===== config.mk =====
export PLATFORM = sky130hd
export DESIGN_NAME = dma_prio_arbiter
export DESIGN_NICKNAME = d
export VERILOG_FILES = /design/src/rtl/dpa_pkg.sv /design/src/rtl/dpa_level_reg.sv /design/src/rtl/dpa_low_pick.sv /design/src/rtl/dpa_onehot_enc.sv /design/src/rtl/dma_prio_arbiter.sv
export SDC_FILE = /design/constraint.sdc
export NUM_CORES = 1
export LEC_CHECK = 0
export ABC_CLOCK_PERIOD_IN_PS = 2700
export CORE_UTILIZATION = 42
export DETAILED_ROUTE_END_ITERATION = 16
export PLACE_DENSITY_LB_ADDON = 0.08
export SYNTH_ARGS = -nofsm -noshare
export SYNTH_HDL_FRONTEND = slang
export SYNTH_SLANG_ARGS = --single-unit

===== constraint.sdc =====
create_clock -name clk -period 2.7 [get_ports clk]
set_input_delay 0.54 -clock clk [delete_from_list [all_inputs] [get_ports clk]]
set_output_delay 0.54 -clock clk [all_outputs]
set_load 0.1 [all_outputs]

===== src/rtl/dpa_pkg.sv =====
package dpa_pkg;
  typedef enum logic {
    LVL_DEFAULT = 1'b0,
    LVL_HIGH    = 1'b1
  } prio_lvl_e;

  // Width of a channel index, never below one bit.
  function automatic int unsigned idx_width(input int unsigned n);
    return (n <= 1) ? 1 : $clog2(n);
  endfunction
endpackage


===== src/rtl/dpa_level_reg.sv =====
module dpa_level_reg #(
  parameter int unsigned W = 14
) (
  input  logic         clk,
  input  logic         rst,
  input  logic         set_we,
  input  logic [W-1:0] set_data,
  input  logic         clr_we,
  input  logic [W-1:0] clr_data,
  output logic [W-1:0] lvl
);
  logic [W-1:0] set_mask, clr_mask, lvl_q;

  assign set_mask = set_we ? set_data : '0;
  assign clr_mask = clr_we ? clr_data : '0;

  // Clear applied first, set ORed after: set wins on a collision.
  always_ff @(posedge clk) begin
    if (rst) lvl_q <= {W{dpa_pkg::LVL_DEFAULT}};
    else     lvl_q <= (lvl_q & ~clr_mask) | set_mask;
  end

  assign lvl = lvl_q;

  assert_set_raises_R2: assert property (@(posedge clk) disable iff (rst)
    set_we |=> ((lvl & $past(set_data)) == $past(set_data)));

  assert_clr_lowers_R3: assert property (@(posedge clk) disable iff (rst)
    (clr_we && !set_we) |=> ((lvl & $past(clr_data)) == '0));

  assert_set_wins_R4: assert property (@(posedge clk) disable iff (rst)
    (set_we && clr_we) |=> ((lvl & $past(set_data & clr_data)) == $past(set_data & clr_data)));

  assert_idle_hold_R2: assert property (@(posedge clk) disable iff (rst)
    (!set_we && !clr_we) |=> $stable(lvl));
endmodule


===== src/rtl/dpa_low_pick.sv =====
module dpa_low_pick #(
  parameter int unsigned W = 14
) (
  input  logic [W-1:0] cand,
  output logic [W-1:0] pick_oh,
  output logic         any
);
  logic [W:0] seen;

  assign seen[0] = 1'b0;

  // Prefix chain: a bit is picked when no lower bit was a candidate.
  for (genvar i = 0; i < W; i++) begin : g_chain
    assign pick_oh[i]  = cand[i] & ~seen[i];
    assign seen[i+1]   = seen[i] | cand[i];
  end

  assign any = seen[W];
endmodule


===== src/rtl/dpa_onehot_enc.sv =====
module dpa_onehot_enc #(
  parameter int unsigned W  = 14,
  parameter int unsigned IW = 4
) (
  input  logic [W-1:0]  oh,
  output logic [IW-1:0] idx
);
  always_comb begin
    idx = '0;
    for (int i = 0; i < W; i++) begin
      if (oh[i]) idx = idx | IW'(i);
    end
  end
endmodule


===== src/rtl/dma_prio_arbiter.sv =====
module dma_prio_arbiter #(
  parameter int unsigned NUM_CH = 14,
  localparam int unsigned CH_W  = dpa_pkg::idx_width(NUM_CH)
) (
  input  logic              clk,
  input  logic              rst,
  input  logic [NUM_CH-1:0] req,
  input  logic [NUM_CH-1:0] ch_en,
  input  logic              lvl_set_we,
  input  logic [NUM_CH-1:0] lvl_set_data,
  input  logic              lvl_clr_we,
  input  logic [NUM_CH-1:0] lvl_clr_data,
  input  logic              arb_pulse,
  output logic [NUM_CH-1:0] grant_oh,
  output logic [CH_W-1:0]   grant_ch,
  output logic              grant_vld
);
  logic [NUM_CH-1:0] lvl, elig, elig_hi;
  logic [NUM_CH-1:0] pick_hi, pick_all, pick_sel;
  logic              any_hi, any_all;
  logic [CH_W-1:0]   pick_idx;

  dpa_level_reg #(.W(NUM_CH)) u_lvl (
    .clk      (clk),
    .rst      (rst),
    .set_we   (lvl_set_we),
    .set_data (lvl_set_data),
    .clr_we   (lvl_clr_we),
    .clr_data (lvl_clr_data),
    .lvl      (lvl)
  );

  assign elig    = req & ch_en;
  assign elig_hi = elig & lvl;

  // Both tiers are resolved in parallel; the high tier overrides.
  dpa_low_pick #(.W(NUM_CH)) u_pick_hi (
    .cand (elig_hi), .pick_oh (pick_hi), .any (any_hi)
  );
  dpa_low_pick #(.W(NUM_CH)) u_pick_all (
    .cand (elig), .pick_oh (pick_all), .any (any_all)
  );

  assign pick_sel = any_hi ? pick_hi : pick_all;

  dpa_onehot_enc #(.W(NUM_CH), .IW(CH_W)) u_enc (
    .oh (pick_sel), .idx (pick_idx)
  );

  always_ff @(posedge clk) begin
    if (rst) begin
      grant_oh  <= '0;
      grant_ch  <= '0;
      grant_vld <= 1'b0;
    end else if (arb_pulse) begin
      grant_oh  <= pick_sel;
      grant_ch  <= pick_idx;
      grant_vld <= any_all;
    end
  end

  assert_hold_between_pulses_R9: assert property (@(posedge clk) disable iff (rst)
    !arb_pulse |=> ($stable(grant_oh) && $stable(grant_ch) && $stable(grant_vld)));

  assert_onehot_grant_R10: assert property (@(posedge clk) disable iff (rst)
    grant_vld |-> ($countones(grant_oh) == 1 && grant_oh[grant_ch]));

  assert_idle_zero_R8: assert property (@(posedge clk) disable iff (rst)
    !grant_vld |-> (grant_oh == '0 && grant_ch == '0));

  assert_valid_tracks_elig_R8: assert property (@(posedge clk) disable iff (rst)
    arb_pulse |=> (grant_vld == $past(|(req & ch_en))));

  assert_masked_never_granted_R7: assert property (@(posedge clk) disable iff (rst)
    arb_pulse |=> ((grant_oh & ~$past(req & ch_en)) == '0));

  assert_high_tier_wins_R5: assert property (@(posedge clk) disable iff (rst)
    (arb_pulse && |(req & ch_en & lvl)) |=> ((grant_oh & ~$past(lvl)) == '0));
endmodule


==> flow_summary.ini, run 1 <==
[timing]
hold_viol_final = 0
drv_slew = 0
worst_pin_slew_ns = 0.618
max_slew_margin = 0.587
rsz0062_at_grt = false
fin_ws_ns = 0.258
finalClockSkew_ns = 0.00627
fin_crit_ns = 2.44
fmax_mhz = 410
period_share = 0.904
finalSetupViolCount = 0

[global_route]
grt_max_degree = 28
grt_pass1_vias = 1823
gr-usage-all-layers = 0.251
overflow = 0
grt_pass1_wl_um = 8450
antenna_found_initial = 0

[status]
status = finished, final reports clean

[synthesis]
syn_area_per_cell_um2 = 8.11
synth_most_common_cell = dfxtp_1
synth_cell_types = 41
ys_warn_count = 0
ys.flop_type = dfxtp_1
yosys.area.top_type_share = 0.372
netlist_area_um2 = 1780
async_flop_share = 0
synth_sequential_area_ratio = 0.372
synth-seq-cells = 33
synth_cells = 219
netlist_top_cells_count = dfxtp_1 (33), nor2_1 (31), nand2_1 (30)
synthTopCellsByArea = dfxtp_1 (37%), a22oi_1 (6.8%), nor2_1 (6.6%)
synth_top_cell_by_area = dfxtp_1
synth_fp_nets = 280
synth-edff-count = 0

[finish]
final_nets = 374
n_fill_cell = 352
num_antenna_cells = 0
drive_gt1_frac = 0.162
area_growth_pct = 57.2

[critical_path]
start_kind = primary input
crit_required_ns = 2.91
ff2ff_setup_slack_ns = 0.73
path_cells = clkdlybuf4s50_1, a222oi_1, buf_4, and3_2, nand4b_1, a211oi_2, a2111oi_0, a211oi_2
endpoint_kind = flip-flop
crit_buf_inv = 2
cp_max_fo = 5
cpMaxStageDelayCell = clkdlybuf4s50_1
critPathKind = in2reg
r2r-start = u_lvl.lvl[0]
r2r_cells = 7
critPathMaxStageDelay_ns = 0.46
critical_path.top_delay_family = compound AO/OA/AOI/OAI gates
r2r-end = grant_oh[2]
cp_common_cell = a211oi_2
worstPathArrival_ns = 2.65

[pwr]
peakVddDrop_mv = 0.276
pwr_density_cell_nw_per_um2 = 506
finalPower_mw = 1.41
power_leakage_nw = 1.13

[floorplanning]
die_y_um = 67.0
start_util = 0.441
rows = 23
dieArea_um2 = 4490
die_width_um = 67.0
core_area_um2 = 4030
io_pins = 80

[routing]
drt_first_pass_iters = 4
vias = 1998
drc = 0
antenna_left = 0
drt-wirelength-per-cell_um = 14.5
finalWirelength_um = 5270
viasPerCell = 5.49
dr.first_iter.drc_count = 92

[placement]
dpl.hpwl_um = 4200
gp_congestion = 0.900
port_buffers = 79
dpl_worst_slack_ns = -0.0186

[clock_network]
ctsHoldBuffers = 0
clk_pin_slew_ns = 0.07
cts.path.max_buffers = 2
cts.sinks = 33
post_cts_buffers = 0
h-tree-depth = 2
cts-buffers-inserted = 5
cts_root_buffer = clkbuf_8
clk-insertion-delay-late_ns = 0.28
cts_tree = yes
cts_resized = 0

[min_path]
min_from = grant_oh[0]
hold-path-endpoint = grant_oh[0]
hold_path_class = reg2reg
whs_path_depth = 2

[job]
cap_violations = 0
cell usage in the layout, fill, tap and decap left out, types with 6 or more instances in the layout:
cell             synthesis  layout
mux2i_1                  7       7
nor2_1                  31      31
buf_4                    0      36
nand2_1                 30      30
nand3_1                 20      20
a21oi_1                  9       9
dfxtp_1                 33      33
clkbuf_8                 0       6
clkdlybuf4s50_1          0      60
a22oi_1                 16      16
nand4_1                  7       7
power by group:
part	switching, mW	internal [mW]
registers	0.0164	0.513
clock network	0.184	0.301
logic	0.228	0.169
total	0.429	0.984
registers in the layout, indices dropped and copies added (netlist names):
| register | count |
|---|---|
| grant_oh | 14 |
| u_lvl.lvl | 14 |
| grant_ch | 4 |
| grant_vld | 1 |
worst register-to-register path: cells and delay by family, from the launching register on:
family	cells	cell delay, ns
AOI/OAI and AO/OA	2	0.58
buffers and inverters	1	0.22
DFF	1	0.33
and+or+nand+nor	4	0.76
cells by family (layout without fill, tap and decap cells):
logic type	after synthesis	in the layout	share of synthesized area
DFF	33	33	0.372
AOI/OAI and AO/OA	51	51	0.230
buffers and inverters	13	108	0.0282
muxes	7	7	0.0395
and+or+nand+nor	115	115	0.330
metrics by stage:
step | hold slack, ns | std cells | setup TNS (ns) | area, um^2 | utilization
2_1_floorplan | 0.465 | 219 | 0 | 1780 | -
3_3_place_gp | 0.457 | 356 | 0 | 2670 | 0.664
3_5_place_dp | 0.468 | 356 | -0.0186 | 2670 | 0.664
4_1_cts | 0.478 | 364 | 0 | 2790 | 0.693
5_1_grt | 0.504 | 364 | 0 | 2790 | 0.693
6_report | 0.474 | 364 | 0 | 2790 | 0.693
cell type report:
type	instances	area [um^2]	area share
Sequential cell	33	661	0.237
Tap cell	50	62.6	0.0224
Multi-Input combinational cell	173	1060	0.382
Inverter	4	15.0	0.00538
Timing Repair Buffer	96	871	0.312
Clock inverter	1	30.0	0.0108
Clock buffer	7	86.3	0.0309
worst max path at each step:
| stage | start | endpoint | slack (ns) | depth (start not counted) |
|---|---|---|---|---|
| 3_5_place_dp | req[5] | grant_ch[3] | -0.02 | 8 |
| 5_1_grt | ch_en[0] | grant_ch[1] | 0.17 | 9 |
| 6_report | req[6] | grant_ch[3] | 0.26 | 8 |
| 2_1_floorplan | req[5] | grant_ch[3] | 0.65 | 6 |
| 4_1_cts | req[5] | grant_ch[3] | 0.27 | 8 |
| 3_3_place_gp | req[6] | grant_ch[3] | 0.02 | 8 |
layer usage:
metal | track usage | share of wire | vias to the layer above
li1 | - | - | 1016
met1 | 0.321 | 0.46 | 918
met2 | 0.424 | 0.48 | 59
met3 | 0.0462 | 0.053 | 5
met4 | 0.0718 | 0.0076 | 0
met5 | 0 | 0 | -
Note: power is estimated with default switching activity, not from simulation.
==> run 2: changes to the inputs <==
--- a/config.mk
+++ b/config.mk
@@ -9,6 +9,7 @@
 export CORE_UTILIZATION = 42
 export DETAILED_ROUTE_END_ITERATION = 16
 export PLACE_DENSITY_LB_ADDON = 0.08
+export SKIP_CTS_REPAIR_TIMING = 1
 export SYNTH_ARGS = -nofsm -noshare
 export SYNTH_HDL_FRONTEND = slang
 export SYNTH_SLANG_ARGS = --single-unit
==> results of run 2 <==
No change in the layout: final DEF, timing and power equal those of run 1.
==> run 3: changes to the inputs <==
--- a/config.mk
+++ b/config.mk
@@ -5,7 +5,7 @@
 export SDC_FILE = /design/constraint.sdc
 export NUM_CORES = 1
 export LEC_CHECK = 0
-export ABC_CLOCK_PERIOD_IN_PS = 2700
+export ABC_CLOCK_PERIOD_IN_PS = 2740
 export CORE_UTILIZATION = 42
 export DETAILED_ROUTE_END_ITERATION = 16
 export PLACE_DENSITY_LB_ADDON = 0.08
==> constraint.sdc (replaced) <==
create_clock -name clk -period 2.74 [get_ports clk]
set_input_delay 0.548 -clock clk [delete_from_list [all_inputs] [get_ports clk]]
set_output_delay 0.548 -clock clk [all_outputs]
set_load 0.1 [all_outputs]
==> run 3 against run 2 <==
Compared with the run above:
- combinational power fell by 2%
- hold slack got worse by 0.0074 ns
- worst setup slack improved by 0.021 ns
- wire length fell by 2.7%
- sequential share of layout area rose by 0.13 points
- final cell count fell by 0.55%
- critical path type unchanged
==> flow_summary.ini, run 3 (synthesized netlist as in run 1, its figures left out) <==
[global_route]
grt_pass1_wl_um = 8420
antenna_found_initial = 0
overflow = 0
grt_pass1_vias = 1837
gr-usage-all-layers = 0.248
grt_max_degree = 28

[critical_path]
critical_path.top_delay_family = compound AO/OA/AOI/OAI gates
critPathKind = in2reg
crit_buf_inv = 2
endpoint_kind = flip-flop
start_kind = primary input
crit_required_ns = 2.93
critPathMaxStageDelay_ns = 0.46
cpMaxStageDelayCell = clkdlybuf4s50_1
cp_max_fo = 5
path_cells = clkdlybuf4s50_1, a222oi_1, buf_4, and3_2, nand4b_1, a211oi_2, nor3b_1, a311oi_1
worstPathArrival_ns = 2.65
ff2ff_setup_slack_ns = 0.76

[timing]
fin_crit_ns = 2.46
hold_viol_final = 0
rsz0062_at_grt = false
period_share = 0.898
worst_pin_slew_ns = 0.620
setup_tns_ns = 0
max_slew_margin = 0.586
fmax_mhz = 406
finalClockSkew_ns = 0.00352
hold-worst-slack_ns = 0.466
drv_slew = 0
finalSetupViolCount = 0

[finish]
area_growth_pct = 56.3
final_cell_mix = clkdlybuf4s50_1 (60), buf_4 (34), dfxtp_1 (33), nor2_1 (31), nand2_1 (30)
drive_gt1_frac = 0.157
final_nets = 372
num_antenna_cells = 0
final_common_cell = clkdlybuf4s50_1
n_fill_cell = 367

[pwr]
p_int_mw = 0.967
pwr-share-comb = 0.281
pwr_density_cell_nw_per_um2 = 499
power_leakage_nw = 1.12
clkPwrFrac = 0.342
p_sw_frac = 0.301
power.share.sequential = 0.377
switchingPower_mw = 0.417
peakVddDrop_mv = 0.296

[floorplanning]
dieArea_um2 = 4490
io_pins = 80
start_util = 0.441
rows = 23
die_width_um = 67.0
core_area_um2 = 4030
die_y_um = 67.0

[routing]
finalWirelength_um = 5130
drt_first_pass_iters = 4
vias = 1983
drc = 0
drt-wirelength-per-cell_um = 14.2
viasPerCell = 5.48
dr.first_iter.drc_count = 96
antenna_left = 0

[clock_network]
clk_pin_slew_ns = 0.06
clk-insertion-delay-late_ns = 0.29
h-tree-depth = 2
cts_root_buffer = clkbuf_8
cts-buffers-inserted = 5
cts.path.max_buffers = 2
cts_tree = yes
cts.sinks = 33

[status]
status = finished, final reports clean

[min_path]
hold_path_class = reg2reg

[placement]
gp_congestion = 0.916
port_buffers = 79
dpl.hpwl_um = 4190

[job]
cap_violations = 0
[run 3: changes by cell type in the layout (fill, tap and decap cells not counted)]
cell / before / now
buf_4: 36 / 34
[run 3: worst paths after layout]
check,cells past startpoint,start,to
min,2,grant_oh[0],grant_oh[0]
max reg2reg,7,u_lvl.lvl[0],grant_ch[1]
max,8,req[6],grant_ch[0]
min reg2reg,2,grant_oh[0],grant_oh[0]
[run 3: cell type report]
type	count	area, um^2	share of cell area
Multi-Input combinational cell	173	1060	0.384
Sequential cell	33	661	0.238
Clock buffer	7	86.3	0.0311
Timing Repair Buffer	94	856	0.308
Clock inverter	1	30.0	0.0108
Inverter	4	15.0	0.00541
Tap cell	50	62.6	0.0225
[run 3: power groups by stage]
stage / clock [mW] / sequential [mW] / combinational [mW]
floorplan: 0 / 0.623 / 0.131
global placement: 0 / 0.532 / 0.384
detailed placement: 0 / 0.532 / 0.387
CTS: 0.477 / 0.522 / 0.389
global route: 0.498 / 0.525 / 0.417
finish: 0.473 / 0.522 / 0.389
[run 3: through the flow]
step / cells / utilization / area, um^2 / setup slack, ns / power, mW
final: 362 / 0.689 / 2780 / 0.279 / 1.38
after global routing: 362 / 0.689 / 2780 / 0.0931 / 1.44
after CTS: 362 / 0.689 / 2780 / 0.276 / 1.39
after detailed placement: 354 / 0.660 / 2660 / 0.0242 / 0.919
after global placement: 354 / 0.660 / 2660 / 0.0483 / 0.916
after floorplan: 219 / - / 1780 / 0.683 / 0.754
[run 3: layer usage]
metal	routed length [um]	track usage	up-vias	part of all wire
met5	0	0	-	0
met4	46	0.0798	0	0.0090
met3	284	0.0531	5	0.055
met2	2400	0.406	59	0.47
met1	2400	0.318	906	0.47
li1	-	-	1013	-
[run 3: worst register-to-register path, delay by kind of cell (launching register included)]
kind,cells,cell delay (ns)
compound gates,2,0.63
flops,1,0.32
simple gates,4,0.71
buf+inv,1,0.22
